## config.mk

```make
export PLATFORM = sky130hd
export DESIGN_NAME = frame_engine
export DESIGN_NICKNAME = d
export VERILOG_FILES = /design/src/rtl/fe_pkg.sv /design/src/rtl/fe_seq.sv /design/src/rtl/fe_bus.sv /design/src/rtl/fe_dpath.sv /design/src/rtl/frame_engine.sv
export SDC_FILE = /design/constraint.sdc
export NUM_CORES = 1
export LEC_CHECK = 0
export BUFFER_PORTS_ARGS = -buffer_cell sky130_fd_sc_hd__buf_2
export CORE_MARGIN = 3
export CORE_UTILIZATION = 45
export CTS_CLUSTER_SIZE = 14
export DETAILED_ROUTE_END_ITERATION = 7
export SLEW_MARGIN = 20
export SYNTH_ARGS = -nofsm -noshare
export SYNTH_HDL_FRONTEND = slang
export SYNTH_HIERARCHICAL = 1
export SYNTH_SLANG_ARGS = --single-unit
```

## constraint.sdc

```tcl
create_clock -name clk -period 4.9 [get_ports clk]
set_clock_uncertainty 0.1 [all_clocks]
set_input_delay 0.735 -clock clk [delete_from_list [all_inputs] [get_ports clk]]
set_output_delay 0.735 -clock clk [all_outputs]
set_load 0.01 [all_outputs]
```

## src/rtl/fe_pkg.sv

```systemverilog
package fe_pkg;
  typedef enum logic [2:0] {
    ST_IDLE,
    ST_PUSH_OLD,
    ST_FETCH,
    ST_STORE,
    ST_PUSH_NEW,
    ST_POP,
    ST_COMMIT
  } fe_state_e;
endpackage

```

## src/rtl/fe_seq.sv

```systemverilog
module fe_seq
  import fe_pkg::*;
#(
  parameter int LVL_W = 5
) (
  input  logic             clk,
  input  logic             rst_n,
  input  logic             cmd_valid,
  input  logic             cmd_leave,
  input  logic [LVL_W-1:0] cmd_level,
  input  logic             xfer,
  output fe_state_e        state,
  output logic             op_leave,
  output logic             busy
);
  localparam logic [LVL_W-1:0] ONE  = {{(LVL_W-1){1'b0}}, 1'b1};
  localparam logic [LVL_W-1:0] ZERO = '0;

  fe_state_e        state_q, state_d;
  logic [LVL_W-1:0] cnt_q, cnt_d;
  logic             zero_q, zero_d;
  logic             leave_q, leave_d;
  logic             en;

  assign en = (state_q != ST_IDLE) || cmd_valid;

  always_comb begin
    state_d = state_q;
    cnt_d   = cnt_q;
    zero_d  = zero_q;
    leave_d = leave_q;
    unique case (state_q)
      ST_IDLE: if (cmd_valid) begin
        leave_d = cmd_leave;
        zero_d  = (cmd_level == ZERO);
        cnt_d   = cmd_level - ONE;
        state_d = cmd_leave ? ST_POP : ST_PUSH_OLD;
      end
      ST_PUSH_OLD: if (xfer) begin
        if (zero_q)             state_d = ST_COMMIT;
        else if (cnt_q == ZERO) state_d = ST_PUSH_NEW;
        else                    state_d = ST_FETCH;
      end
      ST_FETCH: if (xfer) state_d = ST_STORE;
      ST_STORE: if (xfer) begin
        cnt_d   = cnt_q - ONE;
        state_d = (cnt_q == ONE) ? ST_PUSH_NEW : ST_FETCH;
      end
      ST_PUSH_NEW, ST_POP: if (xfer) state_d = ST_COMMIT;
      ST_COMMIT: state_d = ST_IDLE;
      default:   state_d = ST_IDLE;
    endcase
  end

  always_ff @(posedge clk or negedge rst_n) begin
    if (!rst_n) begin
      state_q <= ST_IDLE;
      cnt_q   <= '0;
      zero_q  <= 1'b0;
      leave_q <= 1'b0;
    end else if (en) begin
      state_q <= state_d;
      cnt_q   <= cnt_d;
      zero_q  <= zero_d;
      leave_q <= leave_d;
    end
  end

  assign state    = state_q;
  assign op_leave = leave_q;
  assign busy     = (state_q != ST_IDLE);
endmodule

```

## src/rtl/fe_bus.sv

```systemverilog
module fe_bus
  import fe_pkg::*;
#(
  parameter int AW = 32
) (
  input  fe_state_e       state,
  input  logic [AW-1:0]   wsp,
  input  logic [AW-1:0]   wfp,
  input  logic [AW-1:0]   tmp,
  input  logic [AW-1:0]   data,
  output logic            mem_req,
  output logic            mem_we,
  output logic [AW-1:0]   mem_addr,
  output logic [AW-1:0]   mem_wdata
);
  localparam logic [AW-1:0] STEP = AW'(4);

  always_comb begin
    mem_req   = 1'b0;
    mem_we    = 1'b0;
    mem_addr  = wsp;
    mem_wdata = tmp;
    unique case (state)
      ST_PUSH_OLD: begin
        mem_req = 1'b1; mem_we = 1'b1; mem_addr = wsp - STEP; mem_wdata = wfp;
      end
      ST_FETCH: begin
        mem_req = 1'b1; mem_addr = wfp - STEP;
      end
      ST_STORE: begin
        mem_req = 1'b1; mem_we = 1'b1; mem_addr = wsp - STEP; mem_wdata = data;
      end
      ST_PUSH_NEW: begin
        mem_req = 1'b1; mem_we = 1'b1; mem_addr = wsp - STEP; mem_wdata = tmp;
      end
      ST_POP: begin
        mem_req = 1'b1; mem_addr = wsp;
      end
      default: ;
    endcase
  end
endmodule

```

## src/rtl/fe_dpath.sv

```systemverilog
module fe_dpath
  import fe_pkg::*;
#(
  parameter int          AW       = 32,
  parameter int          ALLOC_W  = 16,
  parameter logic [31:0] SP_RESET = 32'h0000_1000,
  parameter logic [31:0] FP_RESET = 32'h0000_1000
) (
  input  logic               clk,
  input  logic               rst_n,
  input  fe_state_e          state,
  input  logic               op_leave,
  input  logic               cmd_valid,
  input  logic               cmd_leave,
  input  logic [ALLOC_W-1:0] cmd_alloc,
  input  logic               xfer,
  input  logic [AW-1:0]      mem_rdata,
  output logic [AW-1:0]      wsp,
  output logic [AW-1:0]      wfp,
  output logic [AW-1:0]      tmp,
  output logic [AW-1:0]      data,
  output logic [AW-1:0]      sp_q,
  output logic [AW-1:0]      fp_q,
  output logic               done
);
  localparam logic [AW-1:0] STEP = AW'(4);

  logic [AW-1:0]      wsp_q, wsp_d, wfp_q, wfp_d, tmp_q, tmp_d, data_q, data_d;
  logic [AW-1:0]      sp_r, sp_d, fp_r, fp_d;
  logic [ALLOC_W-1:0] alloc_q, alloc_d;
  logic               done_q, done_d;
  logic               en;

  assign en = (state != ST_IDLE) || cmd_valid || done_q;

  always_comb begin
    wsp_d   = wsp_q;
    wfp_d   = wfp_q;
    tmp_d   = tmp_q;
    data_d  = data_q;
    alloc_d = alloc_q;
    sp_d    = sp_r;
    fp_d    = fp_r;
    done_d  = 1'b0;
    unique case (state)
      ST_IDLE: if (cmd_valid) begin
        wsp_d   = cmd_leave ? fp_r : sp_r;
        wfp_d   = fp_r;
        alloc_d = cmd_alloc;
      end
      ST_PUSH_OLD: if (xfer) begin
        wsp_d = wsp_q - STEP;
        tmp_d = wsp_q - STEP;
      end
      ST_FETCH: if (xfer) begin
        wfp_d  = wfp_q - STEP;
        data_d = mem_rdata;
      end
      ST_STORE, ST_PUSH_NEW: if (xfer) wsp_d = wsp_q - STEP;
      ST_POP: if (xfer) begin
        tmp_d = mem_rdata;
        wsp_d = wsp_q + STEP;
      end
      ST_COMMIT: begin
        sp_d   = op_leave ? wsp_q : wsp_q - {{(AW-ALLOC_W){1'b0}}, alloc_q};
        fp_d   = tmp_q;
        done_d = 1'b1;
      end
      default: ;
    endcase
  end

  always_ff @(posedge clk or negedge rst_n) begin
    if (!rst_n) begin
      wsp_q   <= '0;
      wfp_q   <= '0;
      tmp_q   <= '0;
      data_q  <= '0;
      alloc_q <= '0;
      sp_r    <= AW'(SP_RESET);
      fp_r    <= AW'(FP_RESET);
      done_q  <= 1'b0;
    end else if (en) begin
      wsp_q   <= wsp_d;
      wfp_q   <= wfp_d;
      tmp_q   <= tmp_d;
      data_q  <= data_d;
      alloc_q <= alloc_d;
      sp_r    <= sp_d;
      fp_r    <= fp_d;
      done_q  <= done_d;
    end
  end

  assign wsp  = wsp_q;
  assign wfp  = wfp_q;
  assign tmp  = tmp_q;
  assign data = data_q;
  assign sp_q = sp_r;
  assign fp_q = fp_r;
  assign done = done_q;
endmodule

```

## src/rtl/frame_engine.sv

```systemverilog
module frame_engine
  import fe_pkg::*;
#(
  parameter int          ALLOC_W  = 16,
  parameter int          DEPTH_W  = 8,
  parameter int          LVL_W    = 5,
  parameter logic [31:0] SP_RESET = 32'h0000_1000,
  parameter logic [31:0] FP_RESET = 32'h0000_1000
) (
  input  logic               clk,
  input  logic               rst_n,
  input  logic               cmd_valid,
  input  logic               cmd_leave,
  input  logic [DEPTH_W-1:0] cmd_depth,
  input  logic [ALLOC_W-1:0] cmd_alloc,
  output logic               mem_req,
  output logic               mem_we,
  output logic [31:0]        mem_addr,
  output logic [31:0]        mem_wdata,
  input  logic [31:0]        mem_rdata,
  input  logic               mem_ready,
  output logic [31:0]        sp_q,
  output logic [31:0]        fp_q,
  output logic               busy,
  output logic               done
);
  localparam int AW = 32;

  fe_state_e        state;
  logic             op_leave;
  logic             xfer;
  logic [LVL_W-1:0] level;
  logic [AW-1:0]    wsp, wfp, tmp, data;

  assign level = LVL_W'(cmd_depth);
  assign xfer  = mem_req && mem_ready;

  fe_seq #(.LVL_W(LVL_W)) u_seq (
    .clk(clk), .rst_n(rst_n), .cmd_valid(cmd_valid), .cmd_leave(cmd_leave),
    .cmd_level(level), .xfer(xfer), .state(state), .op_leave(op_leave), .busy(busy)
  );

  fe_dpath #(.AW(AW), .ALLOC_W(ALLOC_W), .SP_RESET(SP_RESET), .FP_RESET(FP_RESET)) u_dpath (
    .clk(clk), .rst_n(rst_n), .state(state), .op_leave(op_leave),
    .cmd_valid(cmd_valid), .cmd_leave(cmd_leave), .cmd_alloc(cmd_alloc),
    .xfer(xfer), .mem_rdata(mem_rdata), .wsp(wsp), .wfp(wfp), .tmp(tmp),
    .data(data), .sp_q(sp_q), .fp_q(fp_q), .done(done)
  );

  fe_bus #(.AW(AW)) u_bus (
    .state(state), .wsp(wsp), .wfp(wfp), .tmp(tmp), .data(data),
    .mem_req(mem_req), .mem_we(mem_we), .mem_addr(mem_addr), .mem_wdata(mem_wdata)
  );
endmodule

```

==> insert_results.sql, run 1 <==
INSERT INTO impl_metrics (metric_group, metric, value, unit) VALUES
('timing', 'transition_time_at_the_pin_with_the_least_slew_margin', '1.11', 'ns'),
('floorplanning', 'core_area', '33800', 'sq um'),
('cts', 'cts.clk_slew.worst_paths', '0.06', 'ns'),
('floorplanning', 'die_area', '36800', 'sq um'),
('cells_and_area', 'register_area', '5490', 'sq um'),
('logic_synthesis', 'cell_with_the_most_instances_after_synthesis', 'nand2_1', ''),
('logic_synthesis', 'yosys.area.top_type', 'dfrtp_1', ''),
('worst_setup_path', 'required', '4.07', 'ns'),
('global_routing', 'pin_count_of_the_biggest_net_entering_global_routing', '110', ''),
('timing', 'min_period', '4.61', 'ns'),
('outcome', 'run_status', 'finished, final reports clean', ''),
('logic_synthesis', 'fraction_of_post_synthesis_cell_area_in_the_top_cell_type_by_area', '35.0', '%'),
('timing', 'fmaxAchievable', '0.217', 'GHz'),
('logic_synthesis', 'netlist_top_cells_count', '312 x nand2_1, 218 x o21ai_0, 217 x dfrtp_1', ''),
('drt', 'drt-pass1-iter-count', '5', ''),
('worst_setup_path', 'crit_path_max_incr_delay', '0.69', 'ns'),
('placed_design', 'dp_hpwl', '40500', 'um'),
('drt', 'drt-initial-drc-count', '1549', ''),
('power', 'p_per_area', '834', 'nW/um^2'),
('worst_hold_path', 'holdCritPathClass', 'input port to asynchronous set/reset pin', ''),
('timing', 'fin_hold_viols', '0', ''),
('global_routing', 'grt_use_total', '29.8', '%'),
('worst_setup_path', 'critical_path.max_fanout', '10', ''),
('worst_setup_path', 'reg2reg_from', 'u_seq/state[1]$_DFFE_PN0P_', ''),
('logic_synthesis', 'top_reg_cell_synth', 'dfrtp_1', ''),
('logic_synthesis', 'synthArstFlopShare', '100', '%'),
('cells_and_area', 'syn_to_final_growth', '15.6', '%'),
('timing', 'min_period_over_period', '94.1', '%'),
('floorplanning', 'floorplan.initialDensity', '46.0', '%'),
('drt', 'wirelength', '56300', 'um'),
('logic_synthesis', 'synth.yosys.seq_area_share', '35.3', '%'),
('worst_setup_path', 'setup.reg_to_reg.worst_slack', '1.13', 'ns'),
('placed_design', 'placedInstanceArea', '17000', 'sq um'),
('worst_setup_path', 'critical_path.cell_chain', 'nor3_1 -> nand4_1 -> or4_1 -> o41ai_4 -> nand3_1 -> o21a_1 -> nor4_1 -> buf_2', ''),
('floorplanning', 'die_width', '192', 'um'),
('worst_setup_path', 'worst_path_max_delay_cell', 'nor3_1', ''),
('power', 'report.power.total', '15.0', 'mW'),
('run', 'cap_viol_max_count', '0', ''),
('cells_and_area', 'multi_input_logic_area', '9330', 'sq um'),
('cells_and_area', 'drive_gt1_share', '18.3', '%'),
('worst_setup_path', 'timing.reg2reg.worst_path_depth', '8', ''),
('cts', 'clkLatencyLatePin', '0.55', 'ns'),
('logic_synthesis', 'synth.area.top_cells', 'dfrtp_1 35%, nand2_1 7.5%, o21ai_0 7.0%', ''),
('power', 'max-vdd-ir-drop', '375', 'uV'),
('worst_setup_path', 'arrival', '3.78', 'ns'),
('worst_setup_path', 'timing.critical_path.to_type', 'primary output', ''),
('drt', 'via_count', '15700', ''),
('logic_synthesis', 'number_of_standard_cells_after_synthesis', '1959', ''),
('logic_synthesis', 'syn_area', '15500', 'sq um'),
('worst_setup_path', 'worstSetupPathType', 'register to primary output', ''),
('timing', 'worst_slew_margin_rel', '25.7', '%'),
('cells_and_area', 'final_cell_area', '18000', 'sq um'),
('cts', 'cts_buffers', '27', ''),
('drt', 'drt.antenna.violating_nets', '0', ''),
('cts', 'tritoncts', 'built', ''),
('floorplanning', 'number_of_primary_i_o_pins', '193', ''),
('global_routing', 'global_route.overflow_total', '0', ''),
('drt', 'post_drt_wl_per_cell', '22.0', 'um'),
('logic_synthesis', 'yosys_register_bits', '219', ''),
('logic_synthesis', 'synth_enable_flop_cells', '0', ''),
('logic_synthesis', 'ys_warn_count', '6', ''),
('timing', 'timing.final.setup_violations', '0', ''),
('placed_design', 'place.gp.congestion', '0.934', ''),
('drt', 'route.detailed.vias_per_inst', '6.13', ''),
('timing', 'final-max-slew-violation-count', '0', ''),
('global_routing', 'first_global_vias', '14800', ''),
('cts', 'cts_htree_levels', '1', ''),
('cts', 'max-clock-path-buffers', '3', ''),
('placed_design', 'port_buffers', '189', ''),
('floorplanning', 'die_height', '192', 'um'),
('floorplanning', 'num_rows', '67', '');
[worst max path at each step]
stage / from / to / slack, ns / depth (start not counted)
after floorplan: u_seq/state[1]$_DFFE_PN0P_ / mem_addr[20] / 0.28 / 13
after global placement: u_seq/state[2]$_DFFE_PN0P_ / mem_addr[20] / 0.71 / 11
after detailed placement: u_seq/state[2]$_DFFE_PN0P_ / mem_addr[20] / 0.63 / 11
after CTS: u_seq/state[2]$_DFFE_PN0P_ / mem_addr[20] / 0.03 / 11
after global routing: u_seq/state[2]$_DFFE_PN0P_ / mem_addr[20] / 0.03 / 11
final: u_dpath/wfp[14]$_DFFE_PN0P_ / mem_addr[25] / 0.29 / 8
[cells in the final DEF (no fill, tap or decap), types with 21 or more instances in the layout]
| master | count |
|---|---|
| ha_1 | 24 |
| buf_2 | 188 |
| dfrtp_1 | 215 |
| nor4_1 | 31 |
| clkbuf_16 | 27 |
| or3_1 | 23 |
| xnor2_1 | 42 |
| a21oi_1 | 153 |
| buf_4 | 59 |
| mux2i_1 | 92 |
| mux2_2 | 41 |
| nor2_1 | 152 |
| inv_1 | 48 |
| nor3_1 | 67 |
| o21a_1 | 21 |
| nand3_1 | 39 |
| o21ai_0 | 217 |
| nand2_1 | 311 |
[power by group]
part           switching [mW]  total (mW)  internal (mW)
clock network           0.826        2.18           1.35
registers                1.04        3.61           2.58
logic                    5.72        9.17           3.45
total                    7.59        15.0           7.38
[final cells by class]
type                       instances  share of cell area, %
multi-input combinational       1547                   52.0
sequential                       219                   30.6
timing repair buffer             249                   7.90
clock buffer                      35                   4.21
tap                              448                   3.12
clock inverter                    15                   1.20
inverter                          50                   1.05
antenna                            1                 0.0139
[what timing repair did]
| action | CTS | global route |
|---|---|---|
| hold buffers | 0 | 0 |
| setup buffers | 0 | 1 |
| gates resized for setup | 0 | 3 |
| endpoints found under the setup margin | 0 | 10 |
[critical path, delay by kind of cell (launching register included)]
kind            cells  cell delay, ns
compound gates      2            0.40
simple gates        5            2.09
flops               1            0.53
buf+inv             1            0.21
[registers in the layout, summed over array words and instances (netlist names), 3 cells and up]
register and count:
u_dpath/data 32, u_dpath/tmp 32, u_dpath/sp_q 32, u_seq/state 3, u_seq/cnt_q 5, u_dpath/wsp 32
u_dpath/alloc_q 16, u_dpath/wfp 32, u_dpath/fp_q 32
[cells by family (layout without fill, tap and decap cells)]
| family | after synthesis | count (layout) | share of synthesized area [%] |
|---|---|---|---|
| AO/OA/AOI/OAI | 560 | 560 | 21.7 |
| XOR/XNOR | 58 | 58 | 3.27 |
| adder cells (fa/ha/maj) | 25 | 25 | 2.06 |
| buffers and inverters | 193 | 349 | 4.80 |
| flip-flops | 219 | 219 | 35.3 |
| multiplexers | 134 | 134 | 8.98 |
| other | 0 | 1 | 0 |
| AND/OR/NAND/NOR | 770 | 770 | 23.9 |
[stage by stage]
stage               utilization [%]  cells  hold slack (ns)  setup WS (ns)
detailed placement             50.2   2512            0.378          0.633
global route                   53.1   2564            0.226         0.0332
CTS                            53.1   2562            0.193         0.0292
global placement               50.2   2512            0.374          0.710
finish                         53.1   2564            0.104          0.287
floorplan                         -   1959            0.339          0.283
[layer usage]
layer | vias to the layer above | part of all wire (%) | global-route usage, % | routed length [um]
met5 | - | 0 | 0 | 0
met4 | 0 | 6.3 | 16.6 | 3550
met3 | 158 | 6.9 | 3.98 | 3870
met2 | 711 | 47 | 49.5 | 26500
met1 | 7557 | 40 | 37.6 | 22500
li1 | 7288 | - | - | -
Power figures use the tool's default switching activity.
==> run 2, diff against run 1 <==
==> constraint.sdc (replaced) <==
create_clock -name clk -period 5.3 [get_ports clk]
set_clock_uncertainty 0.1 [all_clocks]
set_input_delay 0.795 -clock clk [delete_from_list [all_inputs] [get_ports clk]]
set_output_delay 0.795 -clock clk [all_outputs]
set_load 0.01 [all_outputs]
==> run 2 against run 1 <==
Net effect: wire length rose by 0.29%; clock power is 19% lower; global-route usage up 0.072 points; via count increased by 0.22%; sequential share of layout area grew 0.38 points; count of clock-buffer cells in the layout up 2; cell count fell by 0.59%; final area shrank 1.3%.
==> insert_results.sql, run 2 (same netlist as run 1, synthesis figures left out) <==
INSERT INTO impl_metrics (metric_group, metric, value, unit) VALUES
('worst_setup_path', 'worst_path_max_delay_cell', 'nor3b_2', ''),
('power', 'power.sequential.fraction', '24.9', '%'),
('cells_and_area', 'syn_to_final_growth', '14.2', '%'),
('worst_setup_path', 'critical_path.cell_chain', 'nor3b_2 -> nor2_8 -> inv_2 -> mux2i_1 -> ha_1 -> nand3_1 -> nor4_4 -> nand4_1 -> or3_1 -> o211a_1 -> buf_2', ''),
('power', 'comb_power_share', '62.1', '%'),
('power', 'sw_frac_of_total', '51.5', '%'),
('floorplanning', 'num_rows', '67', ''),
('timing', 'setup_repair_after_global_routing_missed_its_margin', 'false', ''),
('floorplanning', 'number_of_primary_i_o_pins', '193', ''),
('cts', 'cts.repair_timing.setup_buffer_count', '0', ''),
('cells_and_area', 'layout_commonest_cell', 'nand2_1', ''),
('cts', 'max-clock-path-buffers', '3', ''),
('cts', 'cts_htree_levels', '1', ''),
('cells_and_area', 'final_cells', '2549', ''),
('floorplanning', 'die_width', '192', 'um'),
('global_routing', 'global_route.overflow_total', '0', ''),
('worst_setup_path', 'crit_path_max_incr_delay', '0.58', 'ns'),
('timing', 'fin_hold_viols', '0', ''),
('cts', 'clock_sinks', '219', ''),
('cts', 'ctsHoldBuffers', '0', ''),
('timing', 'final-max-slew-violation-count', '0', ''),
('cts', 'post_cts_resize_count', '0', ''),
('timing', 'worst_slew_margin_rel', '25.4', '%'),
('placed_design', 'dp_hpwl', '39900', 'um'),
('placed_design', 'place.gp.congestion', '0.941', ''),
('cells_and_area', 'final_cell_area', '17700', 'sq um'),
('placed_design', 'port_buffers', '189', ''),
('power', 'intPower', '6.57', 'mW'),
('drt', 'route.detailed.vias_per_inst', '6.18', ''),
('timing', 'fmaxAchievable', '0.199', 'GHz'),
('cells_and_area', 'drive_gt1_share', '17.5', '%'),
('drt', 'post_drt_wl_per_cell', '22.2', 'um'),
('global_routing', 'pin_count_of_the_biggest_net_entering_global_routing', '104', ''),
('cts', 'cts.clk_slew.worst_paths', '0.06', 'ns'),
('drt', 'via_count', '15700', ''),
('drt', 'drt.antenna.violating_nets', '0', ''),
('cells_and_area', 'finalNetCount', '2168', ''),
('worst_setup_path', 'timing.critical_path.to_type', 'primary output', ''),
('outcome', 'run_status', 'finished, final reports clean', ''),
('floorplanning', 'core_area', '33800', 'sq um'),
('global_routing', 'first_global_vias', '14600', ''),
('power', 'p_per_area', '764', 'nW/um^2'),
('worst_setup_path', 'worstSetupStartpointType', 'register', ''),
('cts', 'tritoncts', 'built', ''),
('timing', 'worst_hold_slack', '0.213', 'ns'),
('worst_setup_path', 'critical_path.max_fanout', '21', ''),
('worst_hold_path', 'holdCritPathClass', 'input port to asynchronous set/reset pin', ''),
('run', 'cap_viol_max_count', '0', ''),
('cells_and_area', 'most_frequent_cells_in_the_layout', '311 x nand2_1, 217 x o21ai_0, 216 x dfrtp_1', ''),
('cts', 'cts_buffers', '26', ''),
('cts', 'cts_root_buffer', 'clkbuf_16', ''),
('drt', 'drt-initial-drc-count', '1597', ''),
('worst_setup_path', 'worstSetupPathType', 'register to primary output', ''),
('power', 'power.net_switching', '6.97', 'mW'),
('placed_design', 'placedInstanceArea', '16900', 'sq um'),
('timing', 'transition_time_at_the_pin_with_the_least_slew_margin', '1.12', 'ns'),
('drt', 'wirelength', '56500', 'um'),
('power', 'power.clock.fraction', '13.0', '%'),
('cts', 'clkLatencyLatePin', '0.54', 'ns'),
('worst_setup_path', 'arrival', '4.12', 'ns'),
('cells_and_area', 'layout.filler_cells', '3270', ''),
('timing', 'min_period', '5.01', 'ns'),
('timing', 'min_period_over_period', '94.6', '%'),
('timing', 'timing.final.setup_violations', '0', ''),
('floorplanning', 'floorplan.initialDensity', '46.0', '%'),
('timing', 'setup-tns-final', '0', 'ns'),
('global_routing', 'grt_antenna_before_repair', '0', ''),
('worst_setup_path', 'required', '4.41', 'ns'),
('drt', 'drc', '0', ''),
('worst_setup_path', 'timing.critical_path.max_delay_family', 'simple AND/OR/NAND/NOR gates', ''),
('worst_setup_path', 'cp.buffers_inverters', '2', ''),
('floorplanning', 'die_area', '36800', 'sq um'),
('drt', 'drt-pass1-iter-count', '8', ''),
('power', 'max-vdd-ir-drop', '397', 'uV'),
('power', 'leakagePower', '8.04', 'nW'),
('global_routing', 'grt_first_pass_wirelength', '86100', 'um'),
('floorplanning', 'die_height', '192', 'um'),
('global_routing', 'grt_use_total', '29.9', '%'),
('placed_design', 'dp.cells', '2502', '');
[run 2: final cells by class]
class / count / area [sq um] / area share [%]
multi-input cells: 1547 / 9320 / 52.6
flip-flops and latches: 219 / 5480 / 30.9
repair buffers: 238 / 1350 / 7.61
clock buffers: 37 / 753 / 4.25
well taps: 448 / 561 / 3.16
inverters: 50 / 188 / 1.06
clock inverters: 8 / 71.3 / 0.402
diodes: 2 / 5.00 / 0.0282
[run 2: final timing paths]
check,start,endpoint,slack (ns),cells after the start
max in group asynchronous,rst_n,u_dpath/fp_q[12]$_DFFE_PN1P_,3.77,2
worst min register to register,u_dpath/sp_q[12]$_DFFE_PN1P_,u_dpath/sp_q[12]$_DFFE_PN1P_,0.39,2
worst max register to register,u_seq/state[1]$_DFFE_PN0P_,u_dpath/tmp[20]$_DFFE_PN0P_,1.26,8
worst min-delay path,rst_n,u_dpath/sp_q[29]$_DFFE_PN0P_,0.21,1
worst max-delay path,u_seq/state[2]$_DFFE_PN0P_,mem_addr[28],0.29,11
min in group clk,cmd_alloc[1],u_dpath/alloc_q[1]$_DFFE_PN0P_,0.36,3
[run 2: metrics by stage]
stage / util (%) / total power, mW / setup slack (ns)
2_1_floorplan: - / 8.78 / 0.623
3_3_place_gp: 50.0 / 11.5 / 0.934
3_5_place_dp: 50.0 / 11.7 / 0.886
4_1_cts: 52.5 / 13.5 / 0.305
5_1_grt: 52.5 / 14.5 / 0.00598
6_report: 52.5 / 13.5 / 0.287
[run 2: layer usage]
| layer | wire, um | vias to the layer above | track usage, % |
|---|---|---|---|
| met2 | 26900 | 727 | 50.2 |
| met4 | 2810 | 0 | 13.4 |
| met3 | 4090 | 152 | 3.98 |
| li1 | - | 7280 | - |
| met1 | 22700 | 7590 | 38.5 |
| met5 | 0 | - | 0 |
[run 2: worst register-to-register path, cell delays in order (launching register included)]
cell and delay (ns):
dfrtp_2 0.38, buf_4 0.73, nor3_1 0.11, a21oi_1 0.17
and2_1 0.50, nand3b_1 0.79, nor2_1 0.89, a22oi_1 0.15
o21ai_0 0.12
[run 2: power by group through the flow]
| stage | registers (mW) | clock network [mW] | logic [mW] |
|---|---|---|---|
| after floorplan | 3.06 | 0 | 5.71 |
| after global placement | 3.36 | 0 | 8.16 |
| after detailed placement | 3.38 | 0 | 8.29 |
| after CTS | 3.35 | 1.80 | 8.33 |
| after global routing | 3.44 | 1.87 | 9.23 |
| final | 3.37 | 1.76 | 8.40 |
